===== config.mk =====
export PLATFORM = sky130hd
export DESIGN_NAME = burst_pwm_channel
export DESIGN_NICKNAME = d
export VERILOG_FILES = /design/src/rtl/burst_pwm_pkg.sv /design/src/rtl/bpwm_regs.sv /design/src/rtl/bpwm_tick_div.sv /design/src/rtl/bpwm_core.sv /design/src/rtl/bpwm_irq.sv /design/src/rtl/burst_pwm_channel.sv
export SDC_FILE = /design/constraint.sdc
export NUM_CORES = 1
export LEC_CHECK = 0
export CAP_MARGIN = 5
export CORE_UTILIZATION = 25
export CTS_CLUSTER_SIZE = 25
export DETAILED_ROUTE_END_ITERATION = 12
export GPL_TIMING_DRIVEN = 0
export PLACE_DENSITY = 0.39
export SETUP_SLACK_MARGIN = 0.02
export SYNTH_ARGS = -nofsm -noshare
export SYNTH_HDL_FRONTEND = slang
export SYNTH_HIERARCHICAL = 1
export SYNTH_SLANG_ARGS = --single-unit

===== constraint.sdc =====
create_clock -name clk -period 4.66 [get_ports clk]
set_clock_uncertainty 0.1 [all_clocks]
set_input_delay 1.398 -clock clk [delete_from_list [all_inputs] [get_ports clk]]
set_output_delay 1.398 -clock clk [all_outputs]
set_load 0.005 [all_outputs]

===== src/rtl/burst_pwm_pkg.sv =====
package burst_pwm_pkg;

    localparam int REG_AW = 3;

    localparam logic [REG_AW-1:0] ADDR_CTRL   = 3'd0;
    localparam logic [REG_AW-1:0] ADDR_PERIOD = 3'd1;
    localparam logic [REG_AW-1:0] ADDR_DUTY   = 3'd2;
    localparam logic [REG_AW-1:0] ADDR_COUNT  = 3'd3;
    localparam logic [REG_AW-1:0] ADDR_STATUS = 3'd4;
    localparam logic [REG_AW-1:0] ADDR_IRQEN  = 3'd5;

    localparam int CTRL_EN_BIT = 0;
    localparam int CTRL_OS_BIT = 1;

    typedef enum logic [1:0] {
        ST_IDLE  = 2'd0,
        ST_CONT  = 2'd1,
        ST_BURST = 2'd2
    } chan_state_t;

endpackage


===== src/rtl/bpwm_regs.sv =====
module bpwm_regs
    import burst_pwm_pkg::*;
#(
    parameter int DATA_W  = 32,
    parameter int CNT_W   = 16,
    parameter int BURST_W = 8
) (
    input  logic                 clk,
    input  logic                 rst_n,
    input  logic                 reg_we,
    input  logic [REG_AW-1:0]    reg_addr,
    input  logic [DATA_W-1:0]    reg_wdata,
    input  logic                 burst_done,
    output logic                 run_en,
    output logic                 one_shot,
    output logic [BURST_W-1:0]   burst_len,
    output logic [CNT_W-1:0]     per_shadow,
    output logic [CNT_W-1:0]     duty_shadow,
    output logic                 irq_en
);

    localparam int BURST_LSB = DATA_W - BURST_W;

    logic wr_ctrl, wr_per, wr_duty, wr_ie;
    logic unused_wdata;

    assign wr_ctrl = reg_we && (reg_addr == ADDR_CTRL);
    assign wr_per  = reg_we && (reg_addr == ADDR_PERIOD);
    assign wr_duty = reg_we && (reg_addr == ADDR_DUTY);
    assign wr_ie   = reg_we && (reg_addr == ADDR_IRQEN);
    assign unused_wdata = ^reg_wdata;

    always_ff @(posedge clk) begin
        if (!rst_n) begin
            run_en      <= 1'b0;
            one_shot    <= 1'b0;
            burst_len   <= '0;
            per_shadow  <= '0;
            duty_shadow <= '0;
            irq_en      <= 1'b0;
        end else begin
            if (wr_ctrl) begin
                run_en    <= reg_wdata[CTRL_EN_BIT];
                one_shot  <= reg_wdata[CTRL_OS_BIT];
                burst_len <= reg_wdata[BURST_LSB +: BURST_W];
            end else if (burst_done) begin
                run_en <= 1'b0;
            end
            if (wr_per)  per_shadow  <= reg_wdata[CNT_W-1:0];
            if (wr_duty) duty_shadow <= reg_wdata[CNT_W-1:0];
            if (wr_ie)   irq_en      <= reg_wdata[0];
        end
    end

endmodule


===== src/rtl/bpwm_tick_div.sv =====
module bpwm_tick_div #(
    parameter int DIV = 2
) (
    input  logic clk,
    input  logic rst_n,
    input  logic tick_en,
    input  logic div_sel,
    input  logic clear,
    output logic step
);

    generate
        if (DIV <= 1) begin : g_nodiv
            logic unused_ctl;
            assign unused_ctl = clk ^ rst_n ^ div_sel ^ clear;
            assign step = tick_en;
        end else begin : g_div
            localparam int PH_W = $clog2(DIV);
            localparam logic [PH_W-1:0] PH_LAST = PH_W'(DIV - 1);
            logic [PH_W-1:0] ph_q;

            always_ff @(posedge clk) begin
                if (!rst_n || clear) begin
                    ph_q <= '0;
                end else if (tick_en && div_sel) begin
                    ph_q <= (ph_q == PH_LAST) ? '0 : ph_q + 1'b1;
                end
            end

            assign step = tick_en && (!div_sel || (ph_q == PH_LAST));
        end
    endgenerate

endmodule


===== src/rtl/bpwm_core.sv =====
module bpwm_core
    import burst_pwm_pkg::*;
#(
    parameter int CNT_W   = 16,
    parameter int BURST_W = 8
) (
    input  logic               clk,
    input  logic               rst_n,
    input  logic               run_en,
    input  logic               one_shot,
    input  logic [BURST_W-1:0] burst_len,
    input  logic [CNT_W-1:0]   per_shadow,
    input  logic [CNT_W-1:0]   duty_shadow,
    input  logic               step,
    output logic [CNT_W-1:0]   cnt_o,
    output logic [CNT_W-1:0]   per_act_o,
    output logic               busy_o,
    output logic               div_sel_o,
    output logic               burst_done_o,
    output logic               pwm_o
);

    chan_state_t        state_q, state_d;
    logic [CNT_W-1:0]   cnt_q, per_act_q, duty_act_q;
    logic [BURST_W-1:0] left_q;
    logic               running, last, wrap;

    assign running = (state_q != ST_IDLE);
    assign last    = (per_act_q == '0) || (cnt_q >= per_act_q - 1'b1);
    assign wrap    = running && run_en && step && last;

    // state register
    always_ff @(posedge clk) begin
        if (!rst_n) state_q <= ST_IDLE;
        else        state_q <= state_d;
    end

    // next-state logic
    always_comb begin
        state_d = state_q;
        unique case (state_q)
            ST_IDLE:  if (run_en) state_d = one_shot ? ST_BURST : ST_CONT;
            ST_CONT:  if (!run_en) state_d = ST_IDLE;
            ST_BURST: if (!run_en || (wrap && left_q == '0)) state_d = ST_IDLE;
            default:  state_d = ST_IDLE;
        endcase
    end

    // counter, active compare values and remaining-period count
    always_ff @(posedge clk) begin
        if (!rst_n) begin
            cnt_q      <= '0;
            per_act_q  <= '0;
            duty_act_q <= '0;
            left_q     <= '0;
        end else if (state_q == ST_IDLE) begin
            cnt_q <= '0;
            if (run_en) begin
                per_act_q  <= per_shadow;
                duty_act_q <= duty_shadow;
                left_q     <= burst_len;
            end
        end else if (!run_en) begin
            cnt_q <= '0;
        end else if (step) begin
            if (last) begin
                cnt_q      <= '0;
                per_act_q  <= per_shadow;
                duty_act_q <= duty_shadow;
                if (state_q == ST_BURST && left_q != '0) left_q <= left_q - 1'b1;
            end else begin
                cnt_q <= cnt_q + 1'b1;
            end
        end
    end

    // outputs
    always_comb begin
        cnt_o        = cnt_q;
        per_act_o    = per_act_q;
        busy_o       = running;
        div_sel_o    = (state_q == ST_BURST);
        burst_done_o = (state_q == ST_BURST) && wrap && (left_q == '0);
        pwm_o        = running && (cnt_q < duty_act_q);
    end

endmodule


===== src/rtl/bpwm_irq.sv =====
module bpwm_irq
    import burst_pwm_pkg::*;
(
    input  logic              clk,
    input  logic              rst_n,
    input  logic              reg_we,
    input  logic [REG_AW-1:0] reg_addr,
    input  logic              clr_bit,
    input  logic              burst_done,
    input  logic              irq_en,
    output logic              sts_o,
    output logic              irq_o
);

    logic sts_q;

    always_ff @(posedge clk) begin
        if (!rst_n) begin
            sts_q <= 1'b0;
        end else if (burst_done) begin
            sts_q <= 1'b1;
        end else if (reg_we && reg_addr == ADDR_STATUS && clr_bit) begin
            sts_q <= 1'b0;
        end
    end

    assign sts_o = sts_q;
    assign irq_o = sts_q && irq_en;

endmodule


===== src/rtl/burst_pwm_channel.sv =====
module burst_pwm_channel
    import burst_pwm_pkg::*;
#(
    parameter int DATA_W   = 32,
    parameter int CNT_W    = 16,
    parameter int BURST_W  = 8,
    parameter int SHOT_DIV = 2
) (
    input  logic              clk,
    input  logic              rst_n,
    input  logic              tick_en,
    input  logic              reg_we,
    input  logic [REG_AW-1:0] reg_addr,
    input  logic [DATA_W-1:0] reg_wdata,
    output logic [DATA_W-1:0] reg_rdata,
    output logic              pwm_out,
    output logic              irq_out
);

    localparam int BURST_LSB = DATA_W - BURST_W;

    logic               run_en, one_shot, irq_en, sts;
    logic [BURST_W-1:0] burst_len;
    logic [CNT_W-1:0]   per_shadow, duty_shadow, cnt, per_act;
    logic               step, busy, div_sel, burst_done;

    bpwm_regs #(.DATA_W(DATA_W), .CNT_W(CNT_W), .BURST_W(BURST_W)) u_regs (
        .clk(clk), .rst_n(rst_n), .reg_we(reg_we), .reg_addr(reg_addr),
        .reg_wdata(reg_wdata), .burst_done(burst_done), .run_en(run_en),
        .one_shot(one_shot), .burst_len(burst_len), .per_shadow(per_shadow),
        .duty_shadow(duty_shadow), .irq_en(irq_en)
    );

    bpwm_tick_div #(.DIV(SHOT_DIV)) u_div (
        .clk(clk), .rst_n(rst_n), .tick_en(tick_en), .div_sel(div_sel),
        .clear(!busy), .step(step)
    );

    bpwm_core #(.CNT_W(CNT_W), .BURST_W(BURST_W)) u_core (
        .clk(clk), .rst_n(rst_n), .run_en(run_en), .one_shot(one_shot),
        .burst_len(burst_len), .per_shadow(per_shadow), .duty_shadow(duty_shadow),
        .step(step), .cnt_o(cnt), .per_act_o(per_act), .busy_o(busy),
        .div_sel_o(div_sel), .burst_done_o(burst_done), .pwm_o(pwm_out)
    );

    bpwm_irq u_irq (
        .clk(clk), .rst_n(rst_n), .reg_we(reg_we), .reg_addr(reg_addr),
        .clr_bit(reg_wdata[0]), .burst_done(burst_done), .irq_en(irq_en),
        .sts_o(sts), .irq_o(irq_out)
    );

    always_comb begin
        reg_rdata = '0;
        unique case (reg_addr)
            ADDR_CTRL: begin
                reg_rdata[CTRL_EN_BIT]              = run_en;
                reg_rdata[CTRL_OS_BIT]              = one_shot;
                reg_rdata[BURST_LSB +: BURST_W]     = burst_len;
            end
            ADDR_PERIOD: reg_rdata[CNT_W-1:0] = per_shadow;
            ADDR_DUTY:   reg_rdata[CNT_W-1:0] = duty_shadow;
            ADDR_COUNT:  reg_rdata[CNT_W-1:0] = cnt;
            ADDR_STATUS: reg_rdata[0]         = sts;
            ADDR_IRQEN:  reg_rdata[0]         = irq_en;
            default:     reg_rdata            = '0;
        endcase
    end

endmodule


==> metrics.yaml, run 1 <==
floorplanning:
  core_um2: 23500
  start_util: 0.254
  num_io_pins: 73
  std_cell_rows: 56
  fp.dieW_um: 157
  die_h_um: 157
  dieArea_um2: 24500
detailed_routing:
  vias: 5090
  wl_per_cell_um: 16.5
  route.detailed.drc: 1
  via_per_inst: 4.65
  firstDrtPassIters: 8
  ant_nets: 0
  drt-initial-drc-count: 252
  postRouteWirelength_mm: 18.1
cts:
  cts_made_buffers: 9
  clk_path_buf_depth: 2
  holdBufCountCts: 0
  path_clk_slew_ps: 70
  clk_latency_ps: 350
  cts_max_level: 3
  cts_tree: "built"
  root_buffer: "clkbuf_16"
  cts_sinks: 103
timing:
  rsz0062_at_grt: "false"
  finalCritPeriodShare: 0.980
  setup_viol: 0
  setup_tns_ps: 0
  fmax_ghz: 0.219
  min_period_ps: 4570
  max_slew_margin: 0.563
  worst_pin_slew_ps: 650
  fin_ws_ps: 93.8
  hold_violations: 0
  whs_ps: 350
  slew_viol_final: 0
global_routing:
  grt_first_pass_wirelength_mm: 28.6
  antenna_found_initial: 0
  grt_max_degree: 19
  track_usage: 0.155
  gr-total-overflow: 0
  first_global_vias: 5153
power_and_ir_drop:
  leakagePower_uw: 0.00283
  p_per_area_nw_per_um2: 256
  peakVddDrop_mv: 0.161
synth:
  synth_seq_cells: 103
  synth_area_leaders: "dfxtp_1, mux2i_1, nand2_1, ha_1, o21ai_2"
  ys_async_sr_fraction: 0
  netlist.area_leader.share: 0.345
  synthDistinctLibCells: 62
  yosysMostFrequentCell: "nand2_1"
  syn_inst: 692
  synth-warning-count: 6
  ys.flop_type: "dfxtp_1"
  netlist_area_um2: 5970
  ys_top_cells_by_count: "nand2_1, dfxtp_1, nor2_1, mux2i_1, nand3_1"
  synth_enable_flop_cells: 0
  synth_top_area_cell: "dfxtp_1"
  avgSynthCellArea_um2: 8.63
  synth_seq_area_share: 0.345
final_layout:
  finalNetCount: 845
  drive_above_1_share: 0.145
  antenna_cells: 0
  final_util: 0.314
  syn2layout_area_growth_pct: 23.6
  final_cells: 1094
worst_setup_path:
  critical_path_class: "primary input to output port"
  slowest_delay_ps: 460
  worstPathArrival_ps: 3070
  worst_path_max_delay_cell: "clkdlybuf4s50_1"
  critical_path.max_fanout: 10
  worstPathRequired_ps: 3160
  worst_setup_path_end_kind: "output port"
  path_cells: "clkdlybuf4s15_2 -> buf_6 -> buf_8 -> mux2_2 -> a22oi_1 -> nor2_1 -> clkdlybuf4s50_1"
  setup.worst_path.start_class: "primary input"
placed_design:
  port_buffers: 56
  dp_cells: 1074
  pre_cts_ws_ps: -589
  hpwlAfterDp_mm: 14.4
  place_congestion: 0.829
worst_hold_path:
  hp-class: "register to register"
run_status:
  violations: "DRC"
  outcome: "finished, violations left"
run:
  drv_cap: 0
registers in the layout, summed over array words and instances (netlist names), 2 cells and up:
name and flops:
u_regs/duty_shadow 16, u_core/cnt_o 16, u_regs/per_shadow 16, u_core/per_act_o 16
u_core/duty_act_q 16, u_regs/burst_len 8, u_core/state_q 2, u_core/left_q 8
per-layer routing:
layer  part of all wire  GRT usage  up-vias
met4              0.014     0.0378        0
met1               0.48      0.207     2441
met2               0.47      0.261       94
li1                   -          -     2541
met3              0.040     0.0241       14
met5                  0          0        -
repair_timing:
| item | in CTS | in global routing |
|---|---|---|
| pin swaps | 0 | 0 |
| hold endpoints to repair | 0 | 0 |
| endpoints found under the setup margin | 24 | 8 |
| setup buffers | 2 | 2 |
| gates resized for setup | 20 | 6 |
stage by stage:
step,cell area (um^2),power [uW]
CTS,7350,1920
finish,7380,1890
floorplan,6000,1000
global placement,6960,1070
detailed placement,6960,1070
global route,7380,1980
where the power goes:
| group | total [uW] | internal, uW | switching, uW |
|---|---|---|---|
| Sequential | 900 | 889 | 11.2 |
| Clock | 834 | 479 | 356 |
| Combinational | 156 | 70.9 | 85.6 |
| Total | 1890 | 1440 | 452 |
path summary, 6_finish.rpt:
kind | start | to | slack, ps | depth (start not counted)
setup / recovery | reg_addr[1] | reg_rdata[14] | 90 | 7
hold / removal | u_core/duty_act_q[15] | u_core/duty_act_q[15] | 350 | 2
setup reg to reg | u_core/per_act_o[4] | u_irq/sts_o | 480 | 13
hold reg to reg | u_core/duty_act_q[15] | u_core/duty_act_q[15] | 350 | 2
cell usage in the layout (no fill, tap or decap), types with 14 or more instances in the layout:
cell type and count:
inv_1 24, buf_6 14, nand3_1 43, nand2_1 122
buf_4 14, nor2_1 55, clkdlybuf4s50_1 53, xnor2_1 15
o21ai_2 25, dfxtp_1 100, mux2_2 15, mux2i_1 46
ha_1 36
worst max-delay path, delay by kind of cell:
family | cells | cell delay [ps]
AO/OA/AOI/OAI | 1 | 220
buffers and inverters | 4 | 1040
multiplexers | 1 | 340
AND/OR/NAND/NOR | 1 | 60
final cells by class:
class                           count  area, um^2
Clock inverter                      7         104
Sequential cell                   103        2070
Timing Repair Buffer               60         592
Buffer                             47         357
Multi-Input combinational cell    525        3550
Fill cell                        2461       16100
Clock buffer                        9         225
Inverter                           24        90.1
Tap cell                          319         399
cells by family after synthesis:
kind of cell | count (synthesis) | share of synthesized area
mux | 63 | 0.113
other cells | 1 | 0.000628
simple gates | 291 | 0.229
buf+inv | 71 | 0.0694
compound gates | 99 | 0.126
flops | 103 | 0.345
fa+ha+maj | 36 | 0.0754
xor+xnor | 28 | 0.0411
No activity file was read; power rests on OpenSTA's default activity.
==> run 2, diff against run 1 <==
--- a/config.mk
+++ b/config.mk
@@ -7,10 +7,8 @@
 export LEC_CHECK = 0
 export CAP_MARGIN = 5
 export CORE_UTILIZATION = 25
-export CTS_CLUSTER_SIZE = 25
 export DETAILED_ROUTE_END_ITERATION = 12
 export GPL_TIMING_DRIVEN = 0
-export PLACE_DENSITY = 0.39
 export SETUP_SLACK_MARGIN = 0.02
 export SYNTH_ARGS = -nofsm -noshare
 export SYNTH_HDL_FRONTEND = slang
==> metrics.yaml, run 2 (same netlist as run 1, synthesis figures left out) <==
run_status:
  outcome: "finished, final reports clean"
placed_design:
  hpwlAfterDp_mm: 12.3
  dp_cells: 1074
  pre_cts_ws_ps: -590
  port_buffers: 56
  dpl_cell_area_um2: 6960
  place_congestion: 0.869
detailed_routing:
  via_per_inst: 4.57
  ant_nets: 0
  route.detailed.drc: 0
  firstDrtPassIters: 5
  postRouteWirelength_mm: 15.6
  vias: 4995
  wl_per_cell_um: 14.3
  drt-initial-drc-count: 247
cts:
  cts_made_buffers: 9
  root_buffer: "clkbuf_16"
  cts_max_level: 3
  holdBufCountCts: 0
  cts_tree: "built"
  cts_sinks: 103
  clk_latency_ps: 340
  clk_path_buf_depth: 2
  path_clk_slew_ps: 70
global_routing:
  grt_max_degree: 18
  antenna_found_initial: 0
  first_global_vias: 4941
  gr-total-overflow: 0
  grt_first_pass_wirelength_mm: 25.6
  track_usage: 0.132
worst_setup_path:
  setup.worst_path.start_class: "primary input"
  critical_path_class: "primary input to output port"
  worst_setup_path_end_kind: "output port"
  slowest_delay_ps: 540
  worstPathArrival_ps: 3060
  path_cells: "clkdlybuf4s15_2 -> buf_6 -> nor2b_4 -> buf_4 -> a22oi_1 -> nor2_1 -> clkdlybuf4s50_1"
  crit_family: "buffers and inverters"
  worstPathRequired_ps: 3160
  worst_path_max_delay_cell: "clkdlybuf4s50_1"
  cp.buffers_inverters: 4
  critical_path.max_fanout: 10
final_layout:
  final_cell_mix: "nand2_1, dfxtp_1, nor2_1, clkdlybuf4s50_1, mux2i_1"
  antenna_cells: 0
  fin_area_um2: 7280
  final_cells: 1093
  final_util: 0.310
  syn2layout_area_growth_pct: 21.9
  final_common_cell: "nand2_1"
  finalNetCount: 844
  drive_above_1_share: 0.133
run:
  drv_cap: 0
timing:
  hold_violations: 0
  rsz0062_at_grt: "true"
  worst_pin_slew_ps: 602
  setup_tns_ps: 0
  setup_viol: 0
  fin_ws_ps: 99.0
  slew_viol_final: 0
  max_slew_margin: 0.596
  fmax_ghz: 0.219
  finalCritPeriodShare: 0.979
  min_period_ps: 4560
power_and_ir_drop:
  swShare: 0.248
  p_sw_uw: 437
  p_seq_frac: 0.510
  power_frac_comb: 0.086
  peakVddDrop_mv: 0.153
  p_per_area_nw_per_um2: 242
  leakagePower_uw: 0.00279
  pwr-share-clk: 0.404
  intPower_uw: 1320
floorplanning:
  fp.dieW_um: 157
  num_io_pins: 73
  die_h_um: 157
  start_util: 0.254
  std_cell_rows: 56
  core_um2: 23500
  dieArea_um2: 24500
worst_hold_path:
  hp-class: "register to register"
-- run 2: changes by cell type in the layout (fill, tap and decap cells not counted), moves of 2 or more --
cell / change
bufinv_16: -2
a22oi_1: +4
buf_8: -2
clkinv_4: +2
a22oi_2: -4
dfxtp_2: -3
dfxtp_1: +3
-- run 2: power groups by stage --
stage,sequential [uW],combinational (uW),clock (uW)
floorplan,915,88.7,0
global placement,918,147,0
detailed placement,918,148,0
CTS,898,153,724
global route,899,165,755
finish,898,152,711
-- run 2: stage by stage --
| step | hold slack, ps | power (uW) |
|---|---|---|
| global route | 375 | 1820 |
| finish | 360 | 1760 |
| floorplan | 328 | 1000 |
| CTS | 355 | 1770 |
| global placement | 339 | 1070 |
| detailed placement | 344 | 1070 |
-- run 2: repair_timing --
action                     CTS  global route
setup endpoints to repair   24            16
resized for setup           13             4
buffers inserted             3             0
-- run 2: layout make-up --
type | instances | area (um^2)
inverters | 24 | 90.1
well taps | 319 | 399
fillers | 2490 | 16200
repair buffers | 59 | 578
flip-flops and latches | 103 | 2060
clock inverters | 6 | 46.3
clock buffers | 10 | 229
multi-input cells | 525 | 3530
plain buffers | 47 | 345
-- run 2: worst paths after layout --
check / startpoint / to / slack [ps] / depth (start not counted)
max: reg_addr[1] / reg_rdata[11] / 100 / 7
min: u_core/duty_act_q[15] / u_core/duty_act_q[15] / 360 / 2
max reg2reg: u_core/per_act_o[4] / u_irq/sts_o / 520 / 13
min reg2reg: u_core/duty_act_q[15] / u_core/duty_act_q[15] / 360 / 2
-- run 2: worst reg2reg max path, delay by kind of cell (launching register included) --
family	cells	cell delay (ps)
xor gates and xnor gates	1	130
and+or+nand+nor	10	3030
AOI/OAI and AO/OA	1	120
DFF	1	360
adders and majority gates	1	340
-- run 2: metal layers --
layer | vias up | wire, um | track usage
met5 | - | 0 | 0
met4 | 0 | 120 | 0.0322
met3 | 6 | 443 | 0.0136
met2 | 100 | 7580 | 0.226
met1 | 2342 | 7500 | 0.177
li1 | 2547 | - | -
